==> config.mk <==
export PLATFORM = sky130hd
export DESIGN_NAME = periph_clk_seq
export DESIGN_NICKNAME = d
export VERILOG_FILES = /design/src/rtl/periph_clk_seq_pkg.sv /design/src/rtl/seq_req_fifo.sv /design/src/rtl/seq_timer.sv /design/src/rtl/seq_ch_status.sv /design/src/rtl/periph_clk_seq.sv
export SDC_FILE = /design/constraint.sdc
export NUM_CORES = 1
export LEC_CHECK = 0
export BUFFER_PORTS_ARGS = -buffer_cell sky130_fd_sc_hd__buf_2
export CAP_MARGIN = 5
export CORE_UTILIZATION = 48
export CTS_BUF_LIST = sky130_fd_sc_hd__clkbuf_2
export CTS_CLUSTER_SIZE = 25
export DETAILED_ROUTE_END_ITERATION = 8
export HOLD_SLACK_MARGIN = 0.1
export PLACE_DENSITY = 0.68
export SLEW_MARGIN = 10
export SYNTH_ARGS = -nofsm -noshare
export SYNTH_HDL_FRONTEND = slang
export SYNTH_SLANG_ARGS = --single-unit
==> constraint.sdc <==
create_clock -name clk_i -period 7 [get_ports clk_i]
set_input_delay 1.05 -clock clk_i [delete_from_list [all_inputs] [get_ports clk_i]]
set_output_delay 1.05 -clock clk_i [all_outputs]
set_load 0.02 [all_outputs]
==> src/rtl/periph_clk_seq_pkg.sv <==
`timescale 1ns/1ps
package periph_clk_seq_pkg;
  typedef enum logic [1:0] {
    SEQ_IDLE,
    SEQ_HOLD_RST,
    SEQ_SETTLE
  } seq_state_e;

  function automatic longint unsigned ceil_div(longint unsigned a, longint unsigned b);
    return (a + b - 1) / b;
  endfunction
endpackage

==> src/rtl/seq_req_fifo.sv <==
`timescale 1ns/1ps
module seq_req_fifo #(
  parameter int DEPTH = 4,
  parameter int W     = 3
) (
  input  logic         clk_i,
  input  logic         rst_ni,
  input  logic         push_i,
  input  logic [W-1:0] data_i,
  input  logic         pop_i,
  output logic [W-1:0] data_o,
  output logic         empty_o,
  output logic         full_o
);
  localparam int AW = (DEPTH > 1) ? $clog2(DEPTH) : 1;

  logic [W-1:0]  mem_q [DEPTH];
  logic [AW-1:0] wr_q, rd_q;
  logic [AW:0]   cnt_q;

  assign empty_o = (cnt_q == '0);
  assign full_o  = (cnt_q == (AW+1)'(DEPTH));
  assign data_o  = mem_q[rd_q];

  always_ff @(posedge clk_i or negedge rst_ni) begin
    if (!rst_ni) begin
      wr_q  <= '0;
      rd_q  <= '0;
      cnt_q <= '0;
      for (int i = 0; i < DEPTH; i++) mem_q[i] <= '0;
    end else begin
      if (push_i) begin
        mem_q[wr_q] <= data_i;
        wr_q        <= (wr_q == AW'(DEPTH-1)) ? '0 : wr_q + 1'b1;
      end
      if (pop_i) rd_q <= (rd_q == AW'(DEPTH-1)) ? '0 : rd_q + 1'b1;
      if (push_i && !pop_i)      cnt_q <= cnt_q + 1'b1;
      else if (!push_i && pop_i) cnt_q <= cnt_q - 1'b1;
    end
  end
endmodule

==> src/rtl/seq_timer.sv <==
`timescale 1ns/1ps
module seq_timer #(
  parameter int W = 16
) (
  input  logic         clk_i,
  input  logic         rst_ni,
  input  logic         load_i,
  input  logic [W-1:0] load_val_i,
  output logic         zero_o
);
  logic [W-1:0] cnt_q;

  assign zero_o = (cnt_q == '0);

  always_ff @(posedge clk_i or negedge rst_ni) begin
    if (!rst_ni)      cnt_q <= '0;
    else if (load_i)  cnt_q <= load_val_i;
    else if (!zero_o) cnt_q <= cnt_q - 1'b1;
  end
endmodule

==> src/rtl/seq_ch_status.sv <==
`timescale 1ns/1ps
module seq_ch_status #(
  parameter int N_CH    = 4,
  parameter int STOP_W  = 16,
  parameter int RST_W   = 8,
  parameter int INV_IDX = 14,
  parameter int CLK_MAP [N_CH] = '{0, 3, 14, 5},
  parameter int RST_MAP [N_CH] = '{6, -1, 2, 1}
) (
  input  logic [STOP_W-1:0] stop_i,
  input  logic [RST_W-1:0]  rst_i,
  output logic [N_CH-1:0]   en_o
);
  for (genvar g = 0; g < N_CH; g++) begin : g_ch
    localparam int  CI   = CLK_MAP[g];
    localparam logic RUNV = (CLK_MAP[g] == INV_IDX);
    if (RST_MAP[g] >= 0) begin : g_rst
      localparam int RI = RST_MAP[g];
      assign en_o[g] = (stop_i[CI] == RUNV) && !rst_i[RI];
    end else begin : g_nrst
      assign en_o[g] = (stop_i[CI] == RUNV);
    end
  end
endmodule

==> src/rtl/periph_clk_seq.sv <==
`timescale 1ns/1ps
module periph_clk_seq #(
  parameter int N_CH    = 4,
  parameter int STOP_W  = 16,
  parameter int RST_W   = 8,
  parameter int QDEPTH  = 4,
  parameter int INV_IDX = 14,
  parameter longint unsigned REF_HZ = 24_000_000,
  parameter int CLK_MAP [N_CH] = '{0, 3, 14, 5},
  parameter int RST_MAP [N_CH] = '{6, -1, 2, 1},
  parameter logic [N_CH-1:0] CRIT_MASK = 4'b1000,
  localparam int CH_W = (N_CH > 1) ? $clog2(N_CH) : 1
) (
  input  logic              clk_i,
  input  logic              rst_ni,
  input  logic              req_valid_i,
  input  logic [CH_W-1:0]   req_ch_i,
  input  logic              req_en_i,
  output logic              req_ready_o,
  output logic [STOP_W-1:0] clk_stop_o,
  output logic [RST_W-1:0]  rst_o,
  output logic [N_CH-1:0]   ch_en_o,
  output logic              busy_o,
  output logic              done_o
);
  import periph_clk_seq_pkg::*;

  localparam int SHORT_CYC = int'(ceil_div(REF_HZ, 64'd10000));
  localparam int LONG_CYC  = int'(ceil_div(REF_HZ, 64'd100));
  localparam int TW  = $clog2(LONG_CYC + 1) + 1;
  localparam int SIW = (STOP_W > 1) ? $clog2(STOP_W) : 1;
  localparam int RIW = (RST_W > 1) ? $clog2(RST_W) : 1;
  localparam int QW  = CH_W + 1;

  function automatic logic [STOP_W-1:0] stop_init();
    logic [STOP_W-1:0] v;
    v = '1;
    if (INV_IDX < STOP_W) v[SIW'(INV_IDX)] = 1'b0;
    for (int i = 0; i < N_CH; i++)
      if (CRIT_MASK[i]) v[SIW'(CLK_MAP[i])] = (CLK_MAP[i] == INV_IDX);
    return v;
  endfunction

  function automatic logic [RST_W-1:0] rst_init();
    logic [RST_W-1:0] v;
    v = '1;
    for (int i = 0; i < N_CH; i++)
      if (CRIT_MASK[i] && RST_MAP[i] >= 0) v[RIW'(RST_MAP[i])] = 1'b0;
    return v;
  endfunction

  localparam logic [STOP_W-1:0] STOP_RST = stop_init();
  localparam logic [RST_W-1:0]  RST_RST  = rst_init();

  seq_state_e        state_q;
  logic [CH_W-1:0]   cur_q;
  logic [STOP_W-1:0] stop_q;
  logic [RST_W-1:0]  rst_q;
  logic              done_q;

  logic [QW-1:0]   q_head;
  logic            q_empty, q_full, q_push, q_pop;
  logic [CH_W-1:0] hd_ch;
  logic            hd_en, hd_ok, start_seq;
  logic [SIW-1:0]  h_clk, c_clk;
  logic [RIW-1:0]  h_rst, c_rst;
  logic            h_has;
  logic            t_load, t_zero;
  logic [TW-1:0]   t_val;

  assign req_ready_o = !q_full;
  assign q_push      = req_valid_i && !q_full;

  seq_req_fifo #(.DEPTH(QDEPTH), .W(QW)) u_fifo (
    .clk_i, .rst_ni,
    .push_i (q_push),
    .data_i ({req_en_i, req_ch_i}),
    .pop_i  (q_pop),
    .data_o (q_head),
    .empty_o(q_empty),
    .full_o (q_full)
  );

  seq_ch_status #(
    .N_CH(N_CH), .STOP_W(STOP_W), .RST_W(RST_W), .INV_IDX(INV_IDX),
    .CLK_MAP(CLK_MAP), .RST_MAP(RST_MAP)
  ) u_status (
    .stop_i(stop_q),
    .rst_i (rst_q),
    .en_o  (ch_en_o)
  );

  assign hd_en = q_head[QW-1];
  assign hd_ch = q_head[CH_W-1:0];
  assign hd_ok = ({1'b0, hd_ch} < (CH_W+1)'(N_CH));

  always_comb begin
    h_clk = '0; h_rst = '0; h_has = 1'b0;
    c_clk = '0; c_rst = '0;
    for (int i = 0; i < N_CH; i++) begin
      if (hd_ch == CH_W'(i)) begin
        h_clk = SIW'(CLK_MAP[i]);
        h_rst = RIW'(RST_MAP[i]);
        h_has = (RST_MAP[i] >= 0);
      end
      if (cur_q == CH_W'(i)) begin
        c_clk = SIW'(CLK_MAP[i]);
        c_rst = RIW'(RST_MAP[i]);
      end
    end
  end

  assign q_pop     = (state_q == SEQ_IDLE) && !q_empty;
  assign start_seq = q_pop && hd_ok && hd_en && !ch_en_o[hd_ch] && h_has;
  assign t_load    = start_seq || ((state_q == SEQ_HOLD_RST) && t_zero);
  assign t_val     = start_seq ? TW'(SHORT_CYC - 1) : TW'(LONG_CYC - 1);

  seq_timer #(.W(TW)) u_timer (
    .clk_i, .rst_ni,
    .load_i    (t_load),
    .load_val_i(t_val),
    .zero_o    (t_zero)
  );

  always_ff @(posedge clk_i or negedge rst_ni) begin
    if (!rst_ni) begin
      state_q <= SEQ_IDLE;
      cur_q   <= '0;
      stop_q  <= STOP_RST;
      rst_q   <= RST_RST;
      done_q  <= 1'b0;
    end else begin
      done_q <= 1'b0;
      unique case (state_q)
        SEQ_IDLE: if (q_pop) begin
          if (start_seq) begin
            rst_q[h_rst] <= 1'b1;
            cur_q        <= hd_ch;
            state_q      <= SEQ_HOLD_RST;
          end else begin
            done_q <= 1'b1;
            if (hd_ok && !hd_en)
              stop_q[h_clk] <= (h_clk != SIW'(INV_IDX));
            else if (hd_ok && !ch_en_o[hd_ch])
              stop_q[h_clk] <= (h_clk == SIW'(INV_IDX));
          end
        end
        SEQ_HOLD_RST: if (t_zero) begin
          stop_q[c_clk] <= (c_clk == SIW'(INV_IDX));
          state_q       <= SEQ_SETTLE;
        end
        SEQ_SETTLE: if (t_zero) begin
          rst_q[c_rst] <= 1'b0;
          done_q       <= 1'b1;
          state_q      <= SEQ_IDLE;
        end
        default: state_q <= SEQ_IDLE;
      endcase
    end
  end

  assign clk_stop_o = stop_q;
  assign rst_o      = rst_q;
  assign busy_o     = (state_q != SEQ_IDLE) || !q_empty;
  assign done_o     = done_q;
endmodule

# Word level (Yosys, flattened, before mapping)
# Index checks and enable logic that the tools add are counted.
# word_totals
output_inout_bits	31
ff_bits	67
inputBits	6
word_cells	161
# classes
n_addsub	5
reduce_logical	39
muxes	63
magnitude_cmp	12
n_eq_ne	21
bitwise_logic	8
# op_table
cell	n
2-to-1 mux 16 bit	5
bitwise mux 16 bit	3
2-to-1 mux 3 bit	13
2-to-1 mux 19 bit	2
case mux 16 bit (2 select lines)	1
2-to-1 mux 8 bit	3
logical NOT 19 bit	1
subtractor 19 x 1 -> 19 bit (second input constant)	1
2-to-1 mux 18 bit	1
logical AND 1 bit	16
2-to-1 mux 2 bit	8
2-to-1 mux 4 bit	4
case mux 8 bit (2 select lines)	1
== test 2 bit (second input constant)	7
bitwise mux 12 bit	1
2-to-1 mux 1 bit	12
less-than comparator 4 x 5 -> 1 bit (second input constant)	2
!= test 2 bit (second input constant)	5
bitwise AND 8 bit	1
demux 1 bit (select 4 bit)	2
== test 4 bit (second input constant)	2
greater-or-equal comparator 4 x 1 -> 1 bit (second input constant)	2
logical NOT 1 bit	8
less-than comparator 3 x 4 -> 1 bit (second input constant)	2
29 further kinds	45

# Depth between registers and ports, before layout
# Gate-level depths: netlist of the first run.
# depth
word_depth	18
mapped_depth	10
ltp_nobuf	9

# Modules after synthesis
# A second synthesis of the first run with hierarchy kept.
# unflattened
hier_cells	292
hier_area_um2	3239.4
# modules_own_cells
mod	instances	cells_per_inst	seq_area_each_um2	area_per_inst_um2
periph_clk_seq	1	114	753.2	1248.7
seq_timer	1	110	475.5	1051.0
seq_req_fifo	1	64	475.5	914.6
seq_ch_status	1	4	0.0	25.0

# Worst setup path after synthesis of the first run
# Ideal clock, no wire load.
# synth_path
path_kind	input -> register
startpoint	input req_valid_i
endpoint	register u_fifo.cnt_q[2]
stages	8
slack_ns	4.449
arrival_time_ns	2.472
setup_ns	0.079
t_required_ns	6.921
n_path_buf	1
cell_sequence	and2_1 > clkbuf_1 > ha_1 > inv_1 > fa_1 > xor2_1 > nor2_1 > xor2_1
# synth_between
elab_chain_cells	4
word_cells_on_any_way	6
classes_between	1 x mux; 5 x reduce/logical
# synth_lines
item	line	rtl
start, declared	periph_clk_seq.sv:16	input logic req_valid_i,
logical AND 1 bit *	periph_clk_seq.sv:72	assign q_push = req_valid_i && !q_full;
net q_push	periph_clk_seq.sv:62	logic q_empty, q_full, q_push, q_pop;
logical NOT 1 bit	seq_req_fifo.sv:38	else if (!push_i && pop_i) cnt_q <= cnt_q - 1'b1;
logical AND 1 bit	seq_req_fifo.sv:38	
nonzero test 2 bit (no line)	--	
end signal, assigned	seq_req_fifo.sv:37	if (push_i && !pop_i) cnt_q <= cnt_q + 1'b1;
end signal, assigned	seq_req_fifo.sv:38	
end, declared	seq_req_fifo.sv:19	logic [AW:0] cnt_q;
# The timed path passes the listed nets; every way through them passes the cells marked *.
# A chain may end at the register's enable or synchronous reset.

# Worst setup path after layout of the first run
# layout_path
startpoint	register u_fifo.cnt_q[0]
endpoint	register u_fifo.cnt_q[1]
# layout_between
elab_chain_cells	6
word_cells_on_any_way	15
classes_between	2 x add/sub; 1 x eq/ne; 2 x mux; 10 x reduce/logical
# layout_lines
item
branches (longest 6 deep; another with subtractor 3 x 1 -> 3 bit)
# Parallel ways; which one is timed is not known. The select of a mux whose other input is x is not followed.

==> reports/summary.json, run 1 <==
{
  "sta": {
    "fmax_ghz": 0.384,
    "final_period_minus_worst_setup_slack_ns": 2.60,
    "post-route-period-util": 0.372,
    "hold_slack_ns": 0.376,
    "final-max-slew-violation-count": 0,
    "setup_viol": 0,
    "grt_setup_unrepaired": "no",
    "fin_skew_ns": 0.0224,
    "postLayoutSetupSlackWorst_ns": 4.40,
    "finalHoldViolations": 0,
    "setup_tns_ns": 0,
    "timing.max_slew.rel_slack": 0.453,
    "tightest_slew_ns": 0.820
  },
  "placement": {
    "dpl.cell_count": 379,
    "place_congestion": 0.816,
    "dp_slack_ns": 4.34,
    "dp_hpwl_mm": 4.22,
    "post_dp_cell_area_um2": 3370,
    "buffer_ports.inserted": 36
  },
  "detailed_routing": {
    "wl_per_cell_um": 15.2,
    "routed_wl_mm": 6.01,
    "drt_pass1_iterations": 4,
    "drcViolationCount": 0,
    "route.vias.total": 2167,
    "first_iter_violations": 172,
    "post_drt_antenna_nets": 0,
    "drt-vias-per-instance": 5.49
  },
  "floorplanning": {
    "placement_rows": 29,
    "design.die.area_um2": 6950,
    "dieHeight_um": 83.4,
    "core_area_um2": 6390,
    "floorplan.initialDensity": 0.498,
    "num_io_pins": 37,
    "die_w_um": 83.4
  },
  "synth": {
    "yosysWarningCount": 0,
    "net_count_of_the_mapped_netlist": 301,
    "synth_top_cell_area_share": 0.354,
    "yosys-top-cells-count": "sky130_fd_sc_hd__dfrtp_1, sky130_fd_sc_hd__dfstp_2, sky130_fd_sc_hd__nand2_1",
    "ys_seq_area_frac": 0.536,
    "yosys.cell_count.top_type": "sky130_fd_sc_hd__dfrtp_1",
    "netlist-cell-type-count": 52,
    "synth-edff-count": 0,
    "ys_seq_elements": 67,
    "yosysTopAreaCell": "sky130_fd_sc_hd__dfrtp_1",
    "async_reset_ff_frac": 1.00,
    "post_synth.cell_area_avg_um2": 11.1,
    "synth.cell_area_um2": 3180,
    "synthCells": 286,
    "synth_area_leaders": "sky130_fd_sc_hd__dfrtp_1, sky130_fd_sc_hd__dfstp_2, sky130_fd_sc_hd__mux2_2",
    "synth-main-ff-cell": "sky130_fd_sc_hd__dfrtp_1"
  },
  "job": {
    "max-cap-violations": 0
  },
  "pwr": {
    "power_switching_share": 0.392,
    "power.combinational.fraction": 0.400,
    "p_leak_nw": 1.57,
    "clock_power_share": 0.188,
    "peakVddDrop_v": 0.000240,
    "cellInternalPower_mw": 0.943,
    "power.density_cell_area_nw_per_um2": 440,
    "power.net_switching_mw": 0.608,
    "seqPwrFrac": 0.412
  },
  "global_route": {
    "grt_antenna_before_repair": 0,
    "globalRouteTotalUtil": 0.195,
    "overflow": 0,
    "vias_in_the_first_global_route": 2222,
    "first_pass_grt_wire_length_mm": 10.7,
    "grt_start_max_net_pins": 68
  },
  "setup_path": {
    "path_class": "flip-flop to flip-flop",
    "critical_path.max_fanout": 10,
    "worstPathArrival_ns": 2.98,
    "end_kind": "flip-flop",
    "worst-endpoint-required_ns": 7.38,
    "start_kind": "flip-flop"
  },
  "cells_and_area": {
    "final_cell_count_no_fill": 395,
    "finish.instance_area_um2": 3530,
    "post_route_cells_drive_above_1_share": 0.311,
    "area_delta_synth_final_pct": 11.0,
    "num_antenna_cells": 0,
    "final_nets": 328
  },
  "cts": {
    "clk_buf_depth": 2,
    "post_cts_resize_count": 0,
    "cts_hold_buf": 0,
    "cts-buffers-inserted": 9,
    "clk_pin_slew_worst_paths_ns": 0.17,
    "cts_tree": "built",
    "clk_latency_ns": 0.48,
    "post_cts.repair.setup_buffers": 0,
    "cts.sink_count": 67,
    "root_buffer": "sky130_fd_sc_hd__clkbuf_2",
    "htree_levels": 3
  },
  "run_status": {
    "outcome": "finished clean"
  },
  "min_path": {
    "hold_path.class": "flip-flop to flip-flop"
  }
}
==> per-stage QoR <==
step	util	power, mW
4_1_cts	0.553	1.56
3_3_place_gp	0.528	1.25
2_1_floorplan	-	1.11
6_report	0.553	1.55
3_5_place_dp	0.528	1.27
5_1_grt	0.553	1.68
==> path summary, 6_finish.rpt <==
| kind | startpoint | endpoint | slack [ns] | cells past startpoint |
|---|---|---|---|---|
| max | u_fifo.cnt_q[0] | u_fifo.cnt_q[1] | 4.40 | 7 |
| min | clk_stop_o[7] | clk_stop_o[7] | 0.38 | 0 |
| max reg2reg | u_fifo.cnt_q[0] | u_fifo.cnt_q[1] | 4.40 | 7 |
| min reg2reg | clk_stop_o[7] | clk_stop_o[7] | 0.38 | 0 |
| max in group asynchronous | rst_ni | u_fifo.wr_q[1] | 5.74 | 2 |
| min in group asynchronous | rst_ni | u_timer.cnt_q[3] | 0.71 | 2 |
==> cell families after synthesis <==
family	after synthesis	synth area share
AND/OR/NAND/NOR	89	0.153
flip-flops	67	0.536
AO/OA/AOI/OAI	51	0.107
buffers and inverters	35	0.0445
multiplexers	22	0.0866
XOR/XNOR	13	0.0358
adder cells (fa/ha/maj)	9	0.0378
==> area by class of cell <==
cell class / instances / area [µm²]
Sequential cell: 67 / 1700
Inverter: 14 / 52.6
Multi-Input combinational cell: 184 / 1330
Tap cell: 77 / 96.3
Clock buffer: 10 / 50.0
Fill cell: 558 / 2860
Timing Repair Buffer: 37 / 188
Clock inverter: 6 / 104
==> cells in the final DEF, fill, tap and decap left out, types with 2 or more instances in the layout <==
| cell | n |
|---|---|
| sky130_fd_sc_hd__bufinv_16 | 3 |
| sky130_fd_sc_hd__clkinv_1 | 2 |
| sky130_fd_sc_hd__or4_1 | 5 |
| sky130_fd_sc_hd__o211ai_1 | 3 |
| sky130_fd_sc_hd__o22ai_1 | 3 |
| sky130_fd_sc_hd__o21ai_0 | 19 |
| sky130_fd_sc_hd__nor2_1 | 18 |
| sky130_fd_sc_hd__nor2b_1 | 2 |
| sky130_fd_sc_hd__o41ai_1 | 3 |
| sky130_fd_sc_hd__mux4_2 | 3 |
| sky130_fd_sc_hd__mux2i_1 | 5 |
| sky130_fd_sc_hd__and2_1 | 3 |
| sky130_fd_sc_hd__o31ai_1 | 4 |
| sky130_fd_sc_hd__dfrtp_1 | 45 |
| sky130_fd_sc_hd__dfstp_2 | 22 |
| sky130_fd_sc_hd__nor4_1 | 2 |
| sky130_fd_sc_hd__or3_1 | 6 |
| sky130_fd_sc_hd__nand3_1 | 9 |
| sky130_fd_sc_hd__nand2_1 | 22 |
| sky130_fd_sc_hd__ha_1 | 8 |
| sky130_fd_sc_hd__clkbuf_2 | 10 |
| sky130_fd_sc_hd__a21oi_1 | 5 |
| sky130_fd_sc_hd__clkinv_2 | 2 |
| sky130_fd_sc_hd__nand2b_1 | 5 |
| sky130_fd_sc_hd__xnor2_1 | 5 |
| sky130_fd_sc_hd__nor4_4 | 2 |
| sky130_fd_sc_hd__xor2_1 | 8 |
| sky130_fd_sc_hd__nor3_1 | 8 |
| sky130_fd_sc_hd__mux2_2 | 14 |
| sky130_fd_sc_hd__buf_2 | 36 |
| sky130_fd_sc_hd__inv_1 | 13 |
==> flip-flops by register name (all words and copies together) (netlist names) <==
signal         count
u_timer.cnt_q     19
clk_stop_o        16
u_fifo.mem_q      12
rst_o              8
u_fifo.cnt_q       3
cur_q              2
state_q            2
u_fifo.rd_q        2
u_fifo.wr_q        2
done_o             1
==> power by group through the flow <==
stage	Clock (mW)	Sequential, mW	Combinational [mW]
6_report	0.291	0.639	0.621
5_1_grt	0.314	0.661	0.702
4_1_cts	0.297	0.639	0.625
3_5_place_dp	0	0.647	0.621
3_3_place_gp	0	0.641	0.606
2_1_floorplan	0	0.637	0.470
==> routing by layer <==
| metal | track usage | wire length, µm | share of wire |
|---|---|---|---|
| met1 | 0.278 | 3110 | 0.52 |
| met2 | 0.287 | 2600 | 0.43 |
| met3 | 0.0408 | 209 | 0.035 |
| met4 | 0.0893 | 92 | 0.015 |
| met5 | 0 | 0 | 0 |
==> critical path: stages (launching register included) <==
cell and delay (ns):
sky130_fd_sc_hd__dfrtp_1 0.48, sky130_fd_sc_hd__nor3_1 0.11, sky130_fd_sc_hd__nor3_1 0.41, sky130_fd_sc_hd__clkinv_1 0.43, sky130_fd_sc_hd__ha_1 0.34, sky130_fd_sc_hd__inv_1 0.09
sky130_fd_sc_hd__fa_1 0.39, sky130_fd_sc_hd__mux2_2 0.26
(Power assumes the default switching activity.)
==> inputs of run 2 (changes only) <==
- ABC_AREA: default -> 1
- PLACE_DENSITY: 0.68 -> 0.7
- clock period: 7 -> 2.1 ns (I/O delays scaled with it)
==> reports/summary.json, run 2 <==
{
  "synth": {
    "ys_seq_elements": {"value": 67, "change": "unchanged"},
    "yosys-top-cells-count": {"value": "sky130_fd_sc_hd__nand2_1, sky130_fd_sc_hd__dfrtp_1, sky130_fd_sc_hd__nor2_1", "change": "was sky130_fd_sc_hd__dfrtp_1, sky130_fd_sc_hd__dfstp_2, sky130_fd_sc_hd__nand2_1"},
    "yosysTopAreaCell": {"value": "sky130_fd_sc_hd__dfrtp_1", "change": "unchanged"},
    "yosys.cell_count.top_type": {"value": "sky130_fd_sc_hd__nand2_1", "change": "was sky130_fd_sc_hd__dfrtp_1"},
    "yosysWarningCount": {"value": 0, "change": "unchanged"},
    "synth_area_leaders": {"value": "sky130_fd_sc_hd__dfrtp_1, sky130_fd_sc_hd__dfstp_2, sky130_fd_sc_hd__nand2_1", "change": "was sky130_fd_sc_hd__dfrtp_1, sky130_fd_sc_hd__dfstp_2, sky130_fd_sc_hd__mux2_2"},
    "post_synth.cell_area_avg": {"value": 8.69, "unit": "µm²", "change": "was 11.1 µm²"},
    "synth-edff-count": {"value": 0, "change": "unchanged"},
    "synth.cell_area": {"value": 3470, "unit": "µm²", "change": "was 3180 µm²"},
    "synth_top_cell_area_share": {"value": 0.325, "change": "was 0.354"},
    "ys_seq_area_frac": {"value": 0.492, "change": "was 0.536"},
    "async_reset_ff_frac": {"value": 1.00, "change": "unchanged"},
    "netlist-cell-type-count": {"value": 40, "change": "was 52"},
    "synth-main-ff-cell": {"value": "sky130_fd_sc_hd__dfrtp_1", "change": "unchanged"},
    "net_count_of_the_mapped_netlist": {"value": 414, "change": "was 301"},
    "synthCells": {"value": 399, "change": "was 286"}
  },
  "run_status": {
    "outcome": {"value": "finished clean", "change": "unchanged"}
  },
  "detailed_routing": {
    "first_iter_violations": {"value": 143, "change": "was 172"},
    "post_drt_antenna_nets": {"value": 0, "change": "unchanged"},
    "drcViolationCount": {"value": 0, "change": "unchanged"},
    "wl_per_cell": {"value": 12.4, "unit": "µm", "change": "was 15.2 µm"},
    "drt_pass1_iterations": {"value": 4, "change": "unchanged"},
    "route.vias.total": {"value": 2654, "change": "was 2,167"},
    "routed_wl": {"value": 6.63, "unit": "mm", "change": "was 6.01 mm"},
    "drt-vias-per-instance": {"value": 4.95, "change": "was 5.49"}
  },
  "floorplanning": {
    "floorplan.initialDensity": {"value": 0.505, "change": "was 0.498"},
    "core_area": {"value": 6870, "unit": "µm²", "change": "was 6390 µm²"},
    "design.die.area": {"value": 7560, "unit": "µm²", "change": "was 6950 µm²"},
    "num_io_pins": {"value": 37, "change": "unchanged"},
    "placement_rows": {"value": 30, "change": "was 29"},
    "die_w": {"value": 87.0, "unit": "µm", "change": "was 83.4 µm"},
    "dieHeight": {"value": 87.0, "unit": "µm", "change": "was 83.4 µm"}
  },
  "setup_path": {
    "critPathMostFrequentCell": {"value": "sky130_fd_sc_hd__inv_1", "change": "was sky130_fd_sc_hd__nor3_1"},
    "critical_path.max_fanout": {"value": 3, "change": "was 10"},
    "worst-endpoint-required": {"value": 2.51, "unit": "ns", "change": "was 7.38 ns"},
    "start_kind": {"value": "flip-flop", "change": "unchanged"},
    "end_kind": {"value": "flip-flop", "change": "unchanged"},
    "cp_num_buf_inv": {"value": 2, "change": "unchanged"},
    "crit_cells": {"value": 9, "change": "was 7"},
    "cp_cell_sequence": {"value": "nor2_4 > a21oi_4 > inv_1 > ha_1 > inv_1 > fa_1 > a21oi_1 > o21ai_0 > xor2_1", "change": "was nor3_1 > nor3_1 > clkinv_1 > ha_1 > inv_1 > fa_1 > mux2_2"},
    "slowest_stage": {"value": "sky130_fd_sc_hd__dfrtp_2", "change": "was sky130_fd_sc_hd__dfrtp_1"},
    "path_class": {"value": "flip-flop to flip-flop", "change": "unchanged"},
    "crit_path_max_incr_delay": {"value": 0.49, "unit": "ns", "change": "was 0.48 ns"},
    "worstRegToRegCells": {"value": 9, "change": "was 7"},
    "worstPathArrival": {"value": 2.37, "unit": "ns", "change": "was 2.98 ns"},
    "cpLargestDelayFamily": {"value": "adder cells", "change": "unchanged"}
  },
  "pwr": {
    "p_leak": {"value": 1.85, "unit": "nW", "change": "was 1.57 nW"},
    "peakVddDrop": {"value": 0.000597, "unit": "V", "change": "was 0.000240 V"},
    "seqPwrFrac": {"value": 0.418, "change": "was 0.412"},
    "power.net_switching": {"value": 2.48, "unit": "mW", "change": "was 0.608 mW"},
    "power.density_cell_area": {"value": 1370, "unit": "nW/µm²", "change": "was 440 nW/µm²"},
    "clock_power_share": {"value": 0.126, "change": "was 0.188"},
    "cellInternalPower": {"value": 2.80, "unit": "mW", "change": "was 0.943 mW"},
    "power_switching_share": {"value": 0.469, "change": "was 0.392"},
    "power.combinational.fraction": {"value": 0.457, "change": "was 0.400"},
    "final_total_pwr": {"value": 5.28, "unit": "mW", "change": "was 1.55 mW"}
  },
  "min_path": {
    "hold_depth": {"value": 5, "change": "was 0"},
    "hold_path.class": {"value": "primary input to flip-flop", "change": "was flip-flop to flip-flop"}
  },
  "cells_and_area": {
    "final_nets": {"value": 450, "change": "was 328"},
    "post_route_cells_drive_above_1_share": {"value": 0.268, "change": "was 0.311"},
    "layout.filler_cells": {"value": 639, "change": "was 558"},
    "layout.cells.most_common": {"value": "sky130_fd_sc_hd__nand2_1", "change": "was sky130_fd_sc_hd__dfrtp_1"},
    "leading_cell_types_in_the_layout_fill_and_taps_excluded": {"value": "sky130_fd_sc_hd__nand2_1, sky130_fd_sc_hd__dfrtp_1, sky130_fd_sc_hd__buf_2", "change": "was sky130_fd_sc_hd__dfrtp_1, sky130_fd_sc_hd__buf_2, sky130_fd_sc_hd__nand2_1, sky130_fd_sc_hd__dfstp_2, sky130_fd_sc_hd__o21ai_0"},
    "finish.instance_area": {"value": 3860, "unit": "µm²", "change": "was 3530 µm²"},
    "largest_reg_flops": {"value": 19, "change": "unchanged"},
    "num_antenna_cells": {"value": 0, "change": "unchanged"},
    "area_delta_synth_final": {"value": 11.5, "unit": "%", "change": "was 11.0%"},
    "largest_register": {"value": "u_timer.cnt_q", "change": "unchanged"}
  },
  "global_route": {
    "vias_in_the_first_global_route": {"value": 2447, "change": "was 2,222"},
    "globalRouteTotalUtil": {"value": 0.196, "change": "was 0.195"},
    "first_pass_grt_wire_length": {"value": 11.4, "unit": "mm", "change": "was 10.7 mm"},
    "overflow": {"value": 0, "change": "unchanged"},
    "grt_antenna_before_repair": {"value": 0, "change": "unchanged"},
    "grt_start_max_net_pins": {"value": 68, "change": "unchanged"}
  },
  "placement": {
    "post_dp_cell_area": {"value": 3720, "unit": "µm²", "change": "was 3370 µm²"},
    "buffer_ports.inserted": {"value": 36, "change": "unchanged"},
    "place_congestion": {"value": 0.891, "change": "was 0.816"},
    "dp_hpwl": {"value": 4.88, "unit": "mm", "change": "was 4.22 mm"}
  },
  "cts": {
    "clk_latency": {"value": 0.51, "unit": "ns", "change": "was 0.48 ns"},
    "clk_pin_slew_worst_paths": {"value": 0.21, "unit": "ns", "change": "was 0.17 ns"},
    "post_cts.repair.setup_buffers": {"value": 0, "change": "unchanged"},
    "root_buffer": {"value": "sky130_fd_sc_hd__clkbuf_2", "change": "unchanged"},
    "cts.sink_count": {"value": 67, "change": "unchanged"},
    "htree_levels": {"value": 3, "change": "unchanged"},
    "cts_tree": {"value": "built", "change": "unchanged"},
    "clk_buf_depth": {"value": 2, "change": "unchanged"},
    "cts-buffers-inserted": {"value": 9, "change": "unchanged"}
  },
  "sta": {
    "tightest_slew": {"value": 0.358, "unit": "ns", "change": "was 0.820 ns"},
    "fin_skew": {"value": 0.0269, "unit": "ns", "change": "was 0.0224 ns"},
    "grt_setup_unrepaired": {"value": "no", "change": "unchanged"},
    "finalHoldViolations": {"value": 0, "change": "unchanged"},
    "fmax": {"value": 0.508, "unit": "GHz", "change": "was 0.384 GHz"},
    "post-route-period-util": {"value": 0.937, "change": "was 0.372"},
    "final_period_minus_worst_setup_slack": {"value": 1.97, "unit": "ns", "change": "was 2.60 ns"},
    "final-max-slew-violation-count": {"value": 0, "change": "unchanged"},
    "timing.max_slew.rel_slack": {"value": 0.760, "change": "was 0.453"},
    "setup_viol": {"value": 0, "change": "unchanged"},
    "setup_tns": {"value": 0, "unit": "ns", "change": "unchanged"}
  },
  "job": {
    "max-cap-violations": {"value": 0, "change": "unchanged"}
  }
}
[run 2: metal layers]
layer	global-route usage	vias to the layer above	routed length, µm
met1	0.270	1229	3340
li1	-	1363	-
met5	0	-	0
met3	0.0370	13	258
met4	0.0924	0	142
met2	0.299	49	2890
[run 2: layout make-up]
class	count	area (µm²)	share of cell area
Inverter	39	151	0.0392
Sequential cell	67	1710	0.441
Clock inverter	7	52.6	0.0136
Multi-Input combinational cell	274	1510	0.392
Tap cell	96	120	0.0311
Clock buffer	9	45.0	0.0117
Timing Repair Buffer	44	275	0.0712
[run 2: metrics by stage]
stage / cells / utilization / hold slack, ns / setup slack, ns
floorplan: 399 / - / 0.0194 / 0.0269
global placement: 516 / 0.542 / 0.356 / 0.159
detailed placement: 516 / 0.542 / 0.356 / 0.0846
CTS: 536 / 0.562 / 0.196 / 0.0673
global route: 536 / 0.562 / 0.223 / 0.00838
finish: 536 / 0.562 / 0.202 / 0.133
[run 2: final timing paths]
path / startpoint / end / slack [ns]
max in group asynchronous: rst_ni / clk_stop_o[1] / 1.46
setup reg to reg: u_fifo.cnt_q[0] / u_fifo.cnt_q[2] / 0.13
hold / removal: req_valid_i / u_fifo.wr_q[1] / 0.20
min in group asynchronous: rst_ni / cur_q[1] / 0.32
setup / recovery: u_fifo.cnt_q[0] / u_fifo.cnt_q[2] / 0.13
hold reg to reg: clk_stop_o[13] / clk_stop_o[13] / 0.38
[run 2: cell families (layout without fill, tap and decap cells)]
group | Yosys count | in the layout | synth area share
AND/OR/NAND/NOR | 195 | 195 | 0.269
XOR/XNOR | 13 | 13 | 0.0329
buffers and inverters | 58 | 99 | 0.0744
flip-flops | 67 | 67 | 0.492
adder cells (fa/ha/maj) | 9 | 9 | 0.0347
multiplexers | 2 | 2 | 0.00650
AO/OA/AOI/OAI | 55 | 55 | 0.0906
[run 2: repair_timing]
item,4_1_cts,5_1_grt
hold endpoints to repair,79,0
hold buffers,4,0
setup endpoints to repair,0,2
gates resized for setup,0,2
[run 2: power groups by stage]
stage / clock [mW] / sequential [mW] / combinational [mW]
5_1_grt: 0.742 / 2.28 / 2.76
3_5_place_dp: 0 / 2.22 / 2.40
4_1_cts: 0.685 / 2.19 / 2.42
2_1_floorplan: 0 / 2.19 / 1.85
3_3_place_gp: 0 / 2.21 / 2.36
6_report: 0.663 / 2.21 / 2.41
[run 2: worst register-to-register path, stage by stage, from the launching register on]
cell and delay, ns:
sky130_fd_sc_hd__dfrtp_2 0.49, sky130_fd_sc_hd__nor2_4 0.17, sky130_fd_sc_hd__a21oi_4 0.07, sky130_fd_sc_hd__inv_1 0.09, sky130_fd_sc_hd__ha_1 0.15, sky130_fd_sc_hd__inv_1 0.07, sky130_fd_sc_hd__fa_1 0.43, sky130_fd_sc_hd__a21oi_1 0.15
sky130_fd_sc_hd__o21ai_0 0.11, sky130_fd_sc_hd__xor2_1 0.15
==> inputs of run 3 (changes only) <==
- CORE_UTILIZATION: 48 -> 45
- PLACE_DENSITY: 0.7 -> 0.66
==> reports/summary.json, run 3 (synthesized netlist as in run 2, its figures left out) <==
{
  "setup_path": {
    "critical_path.max_fanout": {"value": 3, "change": "unchanged"},
    "timing.rr.end": {"value": "u_fifo.cnt_q[2]", "change": "unchanged"},
    "critPathMostFrequentCell": {"value": "sky130_fd_sc_hd__inv_1", "change": "unchanged"},
    "worstPathArrival": {"value": 2.41, "unit": "ns", "change": "was 2.37 ns"},
    "r2r-start": {"value": "u_fifo.cnt_q[1]", "change": "was u_fifo.cnt_q[0]"},
    "crit_path_max_incr_delay": {"value": 0.48, "unit": "ns", "change": "was 0.49 ns"},
    "worstRegToRegCells": {"value": 9, "change": "unchanged"},
    "timing.critical_path.from": {"value": "u_fifo.cnt_q[1]", "change": "was u_fifo.cnt_q[0]"},
    "r2r_setup_slack": {"value": 0.12, "unit": "ns", "change": "was 0.13 ns"},
    "slowest_stage": {"value": "sky130_fd_sc_hd__dfrtp_1", "change": "was sky130_fd_sc_hd__dfrtp_2"},
    "worst-endpoint-required": {"value": 2.53, "unit": "ns", "change": "was 2.51 ns"},
    "crit_cells": {"value": 9, "change": "unchanged"},
    "cp-endpoint": {"value": "u_fifo.cnt_q[2]", "change": "unchanged"},
    "start_kind": {"value": "flip-flop", "change": "unchanged"},
    "end_kind": {"value": "flip-flop", "change": "unchanged"},
    "cpLargestDelayFamily": {"value": "adder cells", "change": "unchanged"},
    "path_class": {"value": "flip-flop to flip-flop", "change": "unchanged"},
    "cp_num_buf_inv": {"value": 2, "change": "unchanged"},
    "cp_cell_sequence": {"value": "nor2_4 > a21oi_4 > inv_1 > ha_1 > inv_1 > fa_1 > a21oi_1 > o21ai_1 > xor2_1", "change": "was nor2_4 > a21oi_4 > inv_1 > ha_1 > inv_1 > fa_1 > a21oi_1 > o21ai_0 > xor2_1"}
  },
  "cells_and_area": {
    "finish.instance_area": {"value": 3890, "unit": "µm²", "change": "was 3860 µm²"},
    "largest_register": {"value": "u_timer.cnt_q", "change": "unchanged"},
    "leading_cell_types_in_the_layout_fill_and_taps_excluded": {"value": "sky130_fd_sc_hd__nand2_1, sky130_fd_sc_hd__dfrtp_1, sky130_fd_sc_hd__buf_2", "change": "unchanged"},
    "final_nets": {"value": 455, "change": "was 450"},
    "num_antenna_cells": {"value": 0, "change": "unchanged"},
    "final_cell_count_no_fill": {"value": 544, "change": "was 536"},
    "post_route_cells_drive_above_1_share": {"value": 0.281, "change": "was 0.268"},
    "largest_reg_flops": {"value": 19, "change": "unchanged"},
    "layout.cells.most_common": {"value": "sky130_fd_sc_hd__nand2_1", "change": "unchanged"},
    "area_delta_synth_final": {"value": 12.4, "unit": "%", "change": "was 11.5%"}
  },
  "sta": {
    "finalHoldViolations": {"value": 0, "change": "unchanged"},
    "setup_viol": {"value": 0, "change": "unchanged"},
    "grt_setup_unrepaired": {"value": "no", "change": "unchanged"},
    "final_period_minus_worst_setup_slack": {"value": 1.98, "unit": "ns", "change": "was 1.97 ns"},
    "tightest_slew": {"value": 0.433, "unit": "ns", "change": "was 0.358 ns"},
    "fin_skew": {"value": 0.0167, "unit": "ns", "change": "was 0.0269 ns"},
    "timing.max_slew.rel_slack": {"value": 0.712, "change": "was 0.760"},
    "setup_tns": {"value": 0, "unit": "ns", "change": "unchanged"},
    "post-route-period-util": {"value": 0.945, "change": "was 0.937"},
    "final-max-slew-violation-count": {"value": 0, "change": "unchanged"},
    "postLayoutSetupSlackWorst": {"value": 0.116, "unit": "ns", "change": "was 0.133 ns"},
    "fmax": {"value": 0.504, "unit": "GHz", "change": "was 0.508 GHz"}
  },
  "run_status": {
    "outcome": {"value": "finished clean", "change": "unchanged"}
  },
  "pwr": {
    "final_total_pwr": {"value": 5.35, "unit": "mW", "change": "was 5.28 mW"},
    "power.density_cell_area": {"value": 1370, "unit": "nW/µm²", "change": "about the same"},
    "p_leak": {"value": 1.87, "unit": "nW", "change": "was 1.85 nW"},
    "power_switching_share": {"value": 0.473, "change": "was 0.469"},
    "peakVddDrop": {"value": 0.000703, "unit": "V", "change": "was 0.000597 V"},
    "seqPwrFrac": {"value": 0.410, "change": "was 0.418"},
    "cellInternalPower": {"value": 2.82, "unit": "mW", "change": "was 2.80 mW"},
    "power.combinational.fraction": {"value": 0.463, "change": "was 0.457"},
    "power.net_switching": {"value": 2.53, "unit": "mW", "change": "was 2.48 mW"},
    "clock_power_share": {"value": 0.127, "change": "was 0.126"}
  },
  "floorplanning": {
    "core_area": {"value": 7330, "unit": "µm²", "change": "was 6870 µm²"},
    "dieHeight": {"value": 89.8, "unit": "µm", "change": "was 87.0 µm"},
    "design.die.area": {"value": 8060, "unit": "µm²", "change": "was 7560 µm²"},
    "die_w": {"value": 89.8, "unit": "µm", "change": "was 87.0 µm"},
    "num_io_pins": {"value": 37, "change": "unchanged"},
    "floorplan.initialDensity": {"value": 0.473, "change": "was 0.505"},
    "placement_rows": {"value": 31, "change": "was 30"}
  },
  "cts": {
    "htree_levels": {"value": 3, "change": "unchanged"},
    "clk_latency": {"value": 0.51, "unit": "ns", "change": "about the same"},
    "cts-buffers-inserted": {"value": 9, "change": "unchanged"},
    "clk_pin_slew_worst_paths": {"value": 0.21, "unit": "ns", "change": "about the same"},
    "cts_tree": {"value": "built", "change": "unchanged"},
    "root_buffer": {"value": "sky130_fd_sc_hd__clkbuf_2", "change": "unchanged"},
    "cts.sink_count": {"value": 67, "change": "unchanged"},
    "clk_buf_depth": {"value": 2, "change": "unchanged"}
  },
  "global_route": {
    "grt_start_max_net_pins": {"value": 31, "change": "was 68"},
    "globalRouteTotalUtil": {"value": 0.189, "change": "was 0.196"},
    "vias_in_the_first_global_route": {"value": 2786, "change": "was 2,447"},
    "grt_antenna_before_repair": {"value": 0, "change": "unchanged"},
    "overflow": {"value": 0, "change": "unchanged"},
    "first_pass_grt_wire_length": {"value": 12.4, "unit": "mm", "change": "was 11.4 mm"}
  },
  "detailed_routing": {
    "route.vias.total": {"value": 2751, "change": "was 2,654"},
    "drt_pass1_iterations": {"value": 5, "change": "was 4"},
    "drcViolationCount": {"value": 0, "change": "unchanged"},
    "wl_per_cell": {"value": 12.9, "unit": "µm", "change": "was 12.4 µm"},
    "first_iter_violations": {"value": 119, "change": "was 143"},
    "drt-vias-per-instance": {"value": 5.06, "change": "was 4.95"},
    "post_drt_antenna_nets": {"value": 0, "change": "unchanged"},
    "routed_wl": {"value": 7.02, "unit": "mm", "change": "was 6.63 mm"}
  },
  "placement": {
    "dpl.cell_count": {"value": 523, "change": "was 516"},
    "place_congestion": {"value": 0.856, "change": "was 0.891"},
    "buffer_ports.inserted": {"value": 36, "change": "unchanged"},
    "dp_slack": {"value": 0.0379, "unit": "ns", "change": "was 0.0846 ns"},
    "post_dp_cell_area": {"value": 3740, "unit": "µm²", "change": "was 3720 µm²"},
    "dp_hpwl": {"value": 5.24, "unit": "mm", "change": "was 4.88 mm"}
  },
  "job": {
    "max-cap-violations": {"value": 0, "change": "unchanged"}
  },
  "min_path": {
    "hold_path.class": {"value": "primary input to flip-flop", "change": "unchanged"}
  }
}
run 3: area by class of cell:
cell class / instances / area, µm²
Multi-Input combinational cell: 274 / 1520
Timing Repair Buffer: 49 / 298
Inverter: 39 / 151
Clock buffer: 9 / 45.0
Tap cell: 99 / 124
Sequential cell: 67 / 1710
Clock inverter: 7 / 51.3
Fill cell: 697 / 3440
run 3: power groups by stage:
stage / Sequential (mW) / Clock [mW] / Combinational [mW]
5_1_grt: 2.27 / 0.750 / 2.84
6_report: 2.20 / 0.680 / 2.48
4_1_cts: 2.18 / 0.706 / 2.46
3_5_place_dp: 2.21 / 0 / 2.43
2_1_floorplan: 2.19 / 0 / 1.85
3_3_place_gp: 2.20 / 0 / 2.37
run 3: metrics by stage:
| stage | hold slack [ns] | util |
|---|---|---|
| 3_5_place_dp | 0.286 | 0.510 |
| 3_3_place_gp | 0.280 | 0.510 |
| 5_1_grt | 0.132 | 0.531 |
| 2_1_floorplan | 0.0194 | - |
| 6_report | 0.120 | 0.531 |
| 4_1_cts | 0.103 | 0.528 |
run 3: worst min-delay path: stages:
cell,delay (ns)
sky130_fd_sc_hd__buf_2,0.09
sky130_fd_sc_hd__inv_1,0.10
sky130_fd_sc_hd__o21ai_0,0.10
run 3: worst min path at each step:
| stage | from | to | cells after the start |
|---|---|---|---|
| 5_1_grt | req_ch_i[1] | u_fifo.mem_q[10] | 3 |
| 3_3_place_gp | rst_ni | u_timer.cnt_q[11] | 1 |
| 3_5_place_dp | rst_ni | u_timer.cnt_q[10] | 1 |
| 6_report | req_ch_i[1] | u_fifo.mem_q[7] | 3 |
| 4_1_cts | req_ch_i[1] | u_fifo.mem_q[4] | 3 |
| 2_1_floorplan | rst_ni | clk_stop_o[5] | 0 |
run 3: what timing repair did:
item / in CTS / in global routing
setup endpoints to repair: 0 / 8
hold endpoints to repair: 40 / 0
buffers inserted: 0 / 2
hold buffers: 3 / 0
gates resized for setup: 0 / 5
run 3: metal layers:
metal	vias to the layer above	global-route usage	share of wire
li1	1363	-	-
met5	-	0	0
met4	0	0.0956	0.025
met1	1305	0.251	0.48
met3	18	0.0254	0.036
met2	65	0.304	0.46
